<file path="src/rtl/sync_ref_meter.sv">
module sync_ref_meter #(
  parameter int W          = 16,
  parameter int AW         = 8,
  parameter int TOL        = 1,
  parameter int SPAN       = 16,
  parameter int FS_WAIT    = 4,
  parameter int LOSS_LIMIT = 65535
) (
  input  logic          clk,
  input  logic          rst_n,
  input  logic          hs_pulse,
  input  logic          vs_pulse,
  input  logic          fs_pulse,
  input  logic [AW-1:0] rd_addr,
  output logic [W-1:0]  rd_data
);
  localparam logic [W-1:0]  TOLV  = W'(TOL);
  localparam logic [W-1:0]  LOSS  = W'(LOSS_LIMIT);
  localparam logic [W-1:0]  MAXV  = '1;
  localparam int            SIW   = $clog2(SPAN);
  localparam int            FVW   = $clog2(FS_WAIT + 1);
  localparam logic [AW-1:0] A_HP  = AW'(8'h0A);
  localparam logic [AW-1:0] A_H16 = AW'(8'h0B);
  localparam logic [AW-1:0] A_V   = AW'(8'h0C);
  localparam logic [AW-1:0] A_V2  = AW'(8'h0D);
  localparam logic [AW-1:0] A_F   = AW'(8'h0E);

  function automatic logic [W-1:0] sat_inc(input logic [W-1:0] x);
    return (x == MAXV) ? x : x + 1'b1;
  endfunction

  function automatic logic [W-1:0] absdiff(input logic [W-1:0] a, input logic [W-1:0] b);
    return (a > b) ? a - b : b - a;
  endfunction

  logic [W-1:0]   hcnt, cand, hreg, h16reg, scnt;
  logic [W-1:0]   lcnt, vreg, v2reg, v2cnt, fcnt, freg;
  logic           hseen, cand_ok, locked;
  logic           sarm, vstart, vdone, v2arm, v2half, fstart, fdone;
  logic [SIW-1:0] sidx;
  logic [FVW-1:0] fvs;

  wire timed_out = hcnt >= LOSS;
  wire acq       = hs_pulse && !locked && hseen && cand_ok && !timed_out &&
                   (absdiff(hcnt, cand) <= TOLV);
  wire drop      = locked && (timed_out || (hs_pulse && absdiff(hcnt, hreg) > TOLV));
  wire hnew      = hcnt != hreg;
  wire live      = locked && !drop;

  // Line period tracking and acquisition
  always_ff @(posedge clk) begin
    if (!rst_n) begin
      hcnt    <= '0;
      hseen   <= 1'b0;
      cand    <= '0;
      cand_ok <= 1'b0;
      locked  <= 1'b0;
      hreg    <= '0;
    end else begin
      hcnt <= hs_pulse ? W'(1) : sat_inc(hcnt);
      if (hs_pulse) begin
        hseen   <= 1'b1;
        cand_ok <= hseen && !timed_out;
        cand    <= hcnt;
      end else if (timed_out) begin
        hseen   <= 1'b0;
        cand_ok <= 1'b0;
      end
      if (acq) begin
        locked <= 1'b1;
        if (hnew) hreg <= hcnt;
      end else if (drop) begin
        locked <= 1'b0;
      end
    end
  end

  // Sixteen-period span
  always_ff @(posedge clk) begin
    if (!rst_n) begin
      scnt   <= '0;
      sidx   <= '0;
      sarm   <= 1'b0;
      h16reg <= '0;
    end else begin
      scnt <= acq ? W'(1) : sat_inc(scnt);
      if (acq) begin
        sarm <= hnew;
        sidx <= '0;
      end else if (drop) begin
        sarm <= 1'b0;
      end else if (sarm && hs_pulse) begin
        if (sidx == SIW'(SPAN - 1)) begin
          h16reg <= scnt;
          sarm   <= 1'b0;
        end else begin
          sidx <= sidx + 1'b1;
        end
      end
    end
  end

  // Vertical line counts
  always_ff @(posedge clk) begin
    if (!rst_n) begin
      lcnt   <= '0;
      v2cnt  <= '0;
      vreg   <= '0;
      v2reg  <= '0;
      vstart <= 1'b0;
      vdone  <= 1'b0;
      v2arm  <= 1'b0;
      v2half <= 1'b0;
    end else begin
      if (vs_pulse)      lcnt <= hs_pulse ? W'(1) : '0;
      else if (hs_pulse) lcnt <= sat_inc(lcnt);

      if (vs_pulse && live && vstart && !vdone) v2cnt <= hs_pulse ? W'(1) : '0;
      else if (hs_pulse)                        v2cnt <= sat_inc(v2cnt);

      if (acq) begin
        vstart <= 1'b0;
        vdone  <= 1'b0;
        v2arm  <= 1'b0;
      end else if (drop) begin
        v2arm <= 1'b0;
      end else if (live && vs_pulse) begin
        if (!vstart) begin
          vstart <= 1'b1;
        end else if (!vdone) begin
          vdone <= 1'b1;
          if (lcnt != vreg) begin
            vreg   <= lcnt;
            v2arm  <= 1'b1;
            v2half <= 1'b0;
          end
        end else if (v2arm) begin
          if (!v2half) begin
            v2half <= 1'b1;
          end else begin
            v2reg <= v2cnt;
            v2arm <= 1'b0;
          end
        end
      end
    end
  end

  // Frame line count and frame-absence timeout
  always_ff @(posedge clk) begin
    if (!rst_n) begin
      fcnt   <= '0;
      freg   <= '0;
      fstart <= 1'b0;
      fdone  <= 1'b0;
      fvs    <= '0;
    end else begin
      if (fs_pulse)      fcnt <= hs_pulse ? W'(1) : '0;
      else if (hs_pulse) fcnt <= sat_inc(fcnt);

      if (acq) begin
        fstart <= 1'b0;
        fdone  <= 1'b0;
        fvs    <= '0;
      end else if (live && !fdone) begin
        if (fs_pulse) begin
          if (!fstart) begin
            fstart <= 1'b1;
          end else begin
            freg  <= fcnt;
            fdone <= 1'b1;
          end
        end else if (vs_pulse && !fstart) begin
          if (fvs == FVW'(FS_WAIT - 1)) begin
            freg  <= '0;
            fdone <= 1'b1;
          end else begin
            fvs <= fvs + 1'b1;
          end
        end
      end
    end
  end

  always_comb begin
    case (rd_addr)
      A_HP:    rd_data = hreg;
      A_H16:   rd_data = h16reg;
      A_V:     rd_data = vreg;
      A_V2:    rd_data = v2reg;
      A_F:     rd_data = freg;
      default: rd_data = '0;
    endcase
  end

  assert_hreg_on_strobe_R1: assert property (@(posedge clk) disable iff (!rst_n)
    !hs_pulse |=> $stable(hreg));
  assert_lock_on_strobe_R2: assert property (@(posedge clk) disable iff (!rst_n)
    $rose(locked) |-> $past(hs_pulse));
  assert_span_hold_R3: assert property (@(posedge clk) disable iff (!rst_n)
    !locked |=> $stable(h16reg));
  assert_vert_hold_R8: assert property (@(posedge clk) disable iff (!rst_n)
    !locked |=> ($stable(vreg) && $stable(v2reg) && $stable(freg)));
  assert_loss_drops_R8: assert property (@(posedge clk) disable iff (!rst_n)
    (locked && !hs_pulse && hcnt >= LOSS) |=> !locked);
  assert_no_wrap_R10: assert property (@(posedge clk) disable iff (!rst_n)
    (hcnt == MAXV && !hs_pulse) |=> hcnt == MAXV);
endmodule

</file>
<file path="config.mk">
export PLATFORM = sky130hd
export DESIGN_NAME = sync_ref_meter
export DESIGN_NICKNAME = d
export VERILOG_FILES = /design/src/rtl/sync_ref_meter.sv
export SDC_FILE = /design/constraint.sdc
export NUM_CORES = 1
export LEC_CHECK = 0
export ABC_AREA = 1
export BUFFER_PORTS_ARGS = -buffer_cell sky130_fd_sc_hd__buf_2
export CAP_MARGIN = 20
export CORE_MARGIN = 5
export CORE_UTILIZATION = 64
export CTS_CLUSTER_SIZE = 16
export DETAILED_ROUTE_END_ITERATION = 8
export PLACE_DENSITY = 0.81
export SLEW_MARGIN = 20
export SYNTH_ARGS = -nofsm -noshare
export SYNTH_HDL_FRONTEND = slang
export SYNTH_SLANG_ARGS = --single-unit
</file>
<file path="constraint.sdc">
create_clock -name clk -period 4 [get_ports clk]
set_clock_uncertainty 0.2 [all_clocks]
set_input_delay 0 -clock clk [delete_from_list [all_inputs] [get_ports clk]]
set_output_delay 0 -clock clk [all_outputs]
set_load 0.01 [all_outputs]
</file>
==> results of run 1 <==
## worst paths after layout
kind	start	cells past startpoint	slack, ps	to
worst max-delay path	hcnt[0]$_SDFFE_PN0P_	26	120	v2reg[6]$_SDFFE_PN0P_
worst min-delay path	v2reg[0]$_SDFFE_PN0P_	2	270	v2reg[0]$_SDFFE_PN0P_
worst max register to register	hcnt[0]$_SDFFE_PN0P_	26	120	v2reg[6]$_SDFFE_PN0P_
worst min register to register	v2reg[0]$_SDFFE_PN0P_	2	270	v2reg[0]$_SDFFE_PN0P_
## where the power goes
part / switching, mW / internal, mW / total (mW) / leakage, nW
clock network: 0.828 / 0.899 / 1.73 / 0.284
registers: 0.0174 / 1.94 / 1.95 / 1.56
logic: 0.354 / 0.181 / 0.535 / 4.32
total: 1.20 / 3.02 / 4.22 / 6.17
## routing by layer
layer  vias up  share of wire  global-route usage
li1       6519              -                   -
met1      6013           0.41               0.415
met2       564           0.47               0.553
met3       124          0.073              0.0521
met4         0          0.045               0.125
met5         -              0                   0
## through the flow
| step | power (mW) | TNS, ps |
|---|---|---|
| after CTS | 4.19 | 0 |
| final | 4.22 | 0 |
| after floorplan | 2.38 | 0 |
| after detailed placement | 2.50 | -0.610 |
| after global placement | 2.50 | -1060 |
| after global routing | 4.37 | -802 |
## critical path: stages, from the launching register on
cell and delay (ps):
dfxtp_1 330, inv_1 90, ha_1 190, inv_1 90
fa_2 400, nand3_1 90, nand3_1 130, nand2_1 130
nand2_1 100, nand2_1 70, nand2_1 70, nand2_4 120
nand2_1 60, nor2_1 80, nand2_1 60, nand2_1 60
nand2_1 50, nor2_1 90, nand2_1 140, nand2_2 120
nand4_1 230, buf_4 230, nor2_4 140, buf_4 130
nand2_4 110, nand2_1 130, a21oi_1 70
## cell usage after synthesis (3+ instances only)
cell	n	area share
nand2_1	563	0.17
inv_1	254	0.075
a21oi_1	205	0.080
dfxtp_1	193	0.30
nor2_1	164	0.048
nand3_1	142	0.056
o21ai_0	81	0.032
ha_1	70	0.069
xor2_1	40	0.027
clkbuf_1	36	0.011
nor3_1	32	0.013
nand4_1	25	0.012
nand2_2	22	0.011
xnor2_1	18	0.012
buf_2	15	0.0059
nor4_1	14	0.0069
a21oi_2	11	0.0075
a221oi_1	11	0.0075
nand3b_1	10	0.0059
o221ai_1	9	0.0062
a31oi_1	7	0.0034
a211oi_1	5	0.0029
nand3_2	5	0.0039
buf_6	4	0.0035
fa_1	4	0.0063
buf_4	3	0.0018
inv_2	3	0.00088
o211ai_1	3	0.0018
o21a_1	3	0.0018
o21ai_1	3	0.0012
or2_2	3	0.0015
## final cells by class
cell class / instances / area [um^2] / share of cell area
repair buffers: 83 / 581 / 0.0412
flip-flops and latches: 193 / 3870 / 0.275
multi-input cells: 1471 / 7740 / 0.550
clock inverters: 12 / 148 / 0.0105
well taps: 265 / 332 / 0.0235
inverters: 259 / 975 / 0.0692
clock buffers: 18 / 439 / 0.0312
## kinds of logic after synthesis
family / synth area share
flip-flops: 0.303
AND/OR/NAND/NOR: 0.333
XOR/XNOR: 0.0398
buffers and inverters: 0.100
AO/OA/AOI/OAI: 0.149
adder cells (fa/ha/maj): 0.0749
## flip-flops by register name (all words and copies together) (netlist names), 3 cells and up
| register | flops |
|---|---|
| v2cnt | 16 |
| hcnt | 16 |
| v2reg | 16 |
| cand | 16 |
| freg | 16 |
| sidx | 4 |
| hreg | 16 |
| fcnt | 16 |
| h16reg | 16 |
| lcnt | 16 |
| scnt | 16 |
| vreg | 16 |
| fvs | 3 |
## what timing repair did
action / 4_1_cts / 5_1_grt
hold buffers: 4 / 0
setup buffers: 0 / 14
endpoints found under the setup margin: 17 / 125
pin swaps: 0 / 5
resized for setup: 2 / 31
hold endpoints to repair: 51 / 0
==> flow_summary.json, run 1 <==
{
  "grt_pass1_wl_um": 59600,
  "p_leak_nw": 6.17,
  "avgRoutedWirePerCell_um": 16.2,
  "start_kind": "register",
  "status": "finished clean",
  "cts_htree_levels": 4,
  "grt_pass1_vias": 12100,
  "start_util": 0.654,
  "final_cell_count_no_fill": 2301,
  "final_core_util": 0.721,
  "fin_ws_ps": 123,
  "syn_area_per_cell_um2": 6.43,
  "endpoint_kind": "register",
  "syn_to_final_growth_pct": 10.3,
  "async_flop_share": 0,
  "grtUsageTotal": 0.326,
  "dr.first_iter.drc_count": 1252,
  "cp.arrival_ps": 3980,
  "cts.reportedPaths.clkPinSlew_ps": 70,
  "fin_area_mm2": 0.0141,
  "synth_edf_count": 0,
  "dieWidth_um": 151,
  "layout_commonest_cell": "nand2_1",
  "dieArea_mm2": 0.0229,
  "fin_nets": 2112,
  "antenna_found_initial": 0,
  "clk_latency_ps": 440,
  "drv_slew": 0,
  "setup_viol": 0,
  "drive_above_1_share": 0.0928,
  "dp_cells": 2253,
  "root_buffer": "clkbuf_16",
  "hold_class": "register to register",
  "hold_viol": 0,
  "cts_buffers": 17,
  "fillerInstances": 1663,
  "port_buffers": 28,
  "cp_max_fo": 16,
  "drcViolationCount": 0,
  "clockBufferDepth": 2,
  "crit_type": "register to register",
  "vias": 13200,
  "firstDrtPassIters": 6,
  "worst_pin_slew_ps": 972,
  "place_area_mm2": 0.0132,
  "grt_max_degree": 52,
  "maxCapViolCount": 0,
  "final_cell_mix": "nand2_1 (558), inv_1 (253), a21oi_1 (204)",
  "synth.ff_latch_count": 193,
  "antenna_cells": 0,
  "synthesis.area_mm2": 0.0128,
  "powerDensity_mw_per_mm2": 299,
  "finalCritPeriodShare": 0.969,
  "ir_worst_vdd_uv": 272,
  "tritoncts": "yes",
  "fp.dieH_um": 151,
  "seq_area_frac_synth": 0.303,
  "max_slew_margin": 0.347,
  "viasPerCell": 5.75,
  "synth_fp_nets": 2071,
  "dp_hpwl_um": 28600,
  "crit_required_ps": 4100,
  "dp_slack_ps": -0.610,
  "final_antenna_net_count": 0,
  "placeableCoreArea_mm2": 0.0195,
  "ys_warn_count": 0,
  "overflow": 0,
  "ys.flop_type": "dfxtp_1",
  "synth_cell_type_count": 49,
  "fmax_mhz": 258,
  "rows": 51,
  "period_minus_slack_ps": 3880,
  "place_congestion": 1.02,
  "whs_ps": 268,
  "num_io_pins": 29,
  "syn_inst": 1984,
  "cts_sinks": 193,
  "wl_um": 37300
}
Note: power is estimated with default switching activity, not from simulation.
==> inputs of run 2 (changes only) <==
--- a/config.mk
+++ b/config.mk
@@ -9,10 +9,11 @@
 export BUFFER_PORTS_ARGS = -buffer_cell sky130_fd_sc_hd__buf_2
 export CAP_MARGIN = 20
 export CORE_MARGIN = 5
-export CORE_UTILIZATION = 64
+export CORE_UTILIZATION = 66
+export CTS_BUF_LIST = sky130_fd_sc_hd__clkbuf_4
 export CTS_CLUSTER_SIZE = 16
 export DETAILED_ROUTE_END_ITERATION = 8
-export PLACE_DENSITY = 0.81
+export PLACE_DENSITY = 0.83
 export SLEW_MARGIN = 20
 export SYNTH_ARGS = -nofsm -noshare
 export SYNTH_HDL_FRONTEND = slang
==> run 2 against run 1 <==
Effect of this change: largest cell class unchanged; sequential power about the same; non-clock buffer count shrank 9; die area decreased by 2.8%; routed wire length decreased by 3.6%.
==> flow_summary.json, run 2 (synthesis gave the netlist of run 1 again) <==
{
  "overflow": 0,
  "start_kind": "register",
  "cp_common_cell": "nand2_1",
  "slowest_stage": "ha_1",
  "cts.reportedPaths.clkPinSlew_ps": 190,
  "wl_um": 35900,
  "worst_pin_slew_ps": 925,
  "maxCapViolCount": 0,
  "grt_pass1_wl_um": 58100,
  "root_buffer": "clkbuf_4",
  "setup_viol": 0,
  "num_io_pins": 29,
  "fillerInstances": 1677,
  "period_minus_slack_ps": 3750,
  "crit_required_ps": 4340,
  "max_slew_margin": 0.379,
  "cts_buffers": 17,
  "final_cell_mix": "nand2_1 (561), inv_1 (253), a21oi_1 (205)",
  "tritoncts": "yes",
  "grtUsageTotal": 0.319,
  "p_leak_nw": 5.98,
  "hold_class": "primary input to register",
  "fmax_mhz": 267,
  "cts_sinks": 193,
  "rows": 50,
  "start_util": 0.676,
  "powerDensity_mw_per_mm2": 264,
  "whs_ps": 120,
  "fin_ws_ps": 250,
  "final_core_util": 0.727,
  "finalCritPeriodShare": 0.937,
  "firstDrtPassIters": 8,
  "cts_htree_levels": 4,
  "drive_above_1_share": 0.0872,
  "drcViolationCount": 0,
  "dieArea_mm2": 0.0222,
  "clk_latency_ps": 610,
  "final_antenna_net_count": 0,
  "status": "finished clean",
  "port_buffers": 28,
  "syn_to_final_growth_pct": 7.65,
  "cpPeakStageDelay_ps": 440,
  "regArea_mm2": 0.00387,
  "grt_max_degree": 39,
  "drv_slew": 0,
  "vias": 13100,
  "ir_worst_vdd_uv": 231,
  "fp.dieH_um": 149,
  "antenna_found_initial": 1,
  "hold_viol": 0,
  "fin_nets": 2104,
  "dr.first_iter.drc_count": 1207,
  "avgRoutedWirePerCell_um": 15.7,
  "dp_slack_ps": 72.9,
  "dp_cells": 2249,
  "crit_type": "register to register",
  "grt_pass1_vias": 11900,
  "final_cell_count_no_fill": 2291,
  "clockBufferDepth": 2,
  "cp_max_fo": 16,
  "dp_hpwl_um": 27400,
  "placeableCoreArea_mm2": 0.0189,
  "layout_commonest_cell": "nand2_1",
  "crit_chain": "inv_1 -> ha_1 -> nand2_1 -> inv_1 -> nand2_1 -> nor2_1 -> nand4_1 -> nand2_2 -> inv_2 -> nand2_1 -> nand2_1 -> nand2_1 -> nand3_1 -> nor2_1 -> nand2_1 -> nand2_1 -> nand4_1 -> buf_4 -> nor2_4 -> buf_4 -> nand3_1 -> a21oi_1",
  "place_congestion": 0.953,
  "endpoint_kind": "register",
  "power.total_mw": 3.63,
  "viasPerCell": 5.73,
  "cp.arrival_ps": 4090,
  "multiInputGateArea_mm2": 0.00774,
  "dieWidth_um": 149
}
run 2: changes by cell type in the layout (fill, tap and decap cells not counted), moves of 2 or more:
cell       change
inv_6          +2
nor2_2         -2
clkinv_4       -3
nand2_1        +3
buf_4          -8
clkbuf_4      +17
inv_8          -2
clkinv_8       +5
clkbuf_16     -17
inv_12         +2
nand2_4        -2
run 2: repair_timing:
item | CTS | global route
buffers inserted | 0 | 3
gates resized for setup | 1 | 25
hold buffers | 5 | 0
cloned | 0 | 1
pin swaps | 0 | 3
endpoints found under the setup margin | 6 | 121
endpoints found under the hold margin | 136 | 0
run 2: path summary, 6_finish.rpt:
path	to	depth (start not counted)	slack, ps	start
hold reg to reg	v2arm$_SDFFE_PP0P_	2	280	v2arm$_SDFFE_PP0P_
setup reg to reg	vreg[2]$_SDFFE_PN0P_	22	250	hcnt[11]$_SDFFE_PP0N_
setup / recovery	vreg[2]$_SDFFE_PN0P_	22	250	hcnt[11]$_SDFFE_PP0N_
hold / removal	v2cnt[0]$_SDFFE_PN0P_	4	120	hs_pulse
run 2: final cells by class:
| class | instances | area share |
|---|---|---|
| clock buffer | 17 | 0.00929 |
| sequential | 193 | 0.281 |
| inverter | 259 | 0.0712 |
| antenna | 1 | 0.000182 |
| clock inverter | 15 | 0.0146 |
| tap | 260 | 0.0237 |
| timing repair buffer | 74 | 0.0365 |
| multi-input combinational | 1472 | 0.563 |
run 2: critical path, delay by kind of cell (launching register included):
family / cells / cell delay (ps)
AO/OA/AOI/OAI: 1 / 190
buffers and inverters: 5 / 670
flip-flops: 1 / 430
AND/OR/NAND/NOR: 15 / 1760
adder cells (fa/ha/maj): 1 / 440
run 2: power by group:
part | internal [mW] | switching, mW | total [mW]
logic | 0.178 | 0.355 | 0.533
clock network | 0.310 | 0.830 | 1.14
registers | 1.94 | 0.0167 | 1.96
total | 2.43 | 1.20 | 3.63
run 2: routing by layer:
metal	share of wire	track usage
met1	0.41	0.405
met2	0.47	0.538
met3	0.078	0.0580
met4	0.040	0.124
met5	0	0
run 2: per-stage QoR:
step	instance area, um^2	setup TNS [ps]
after floorplan	12800	0
after global placement	13200	0
after detailed placement	13200	0
after CTS	13600	0
after global routing	13700	-17.6
final	13700	0
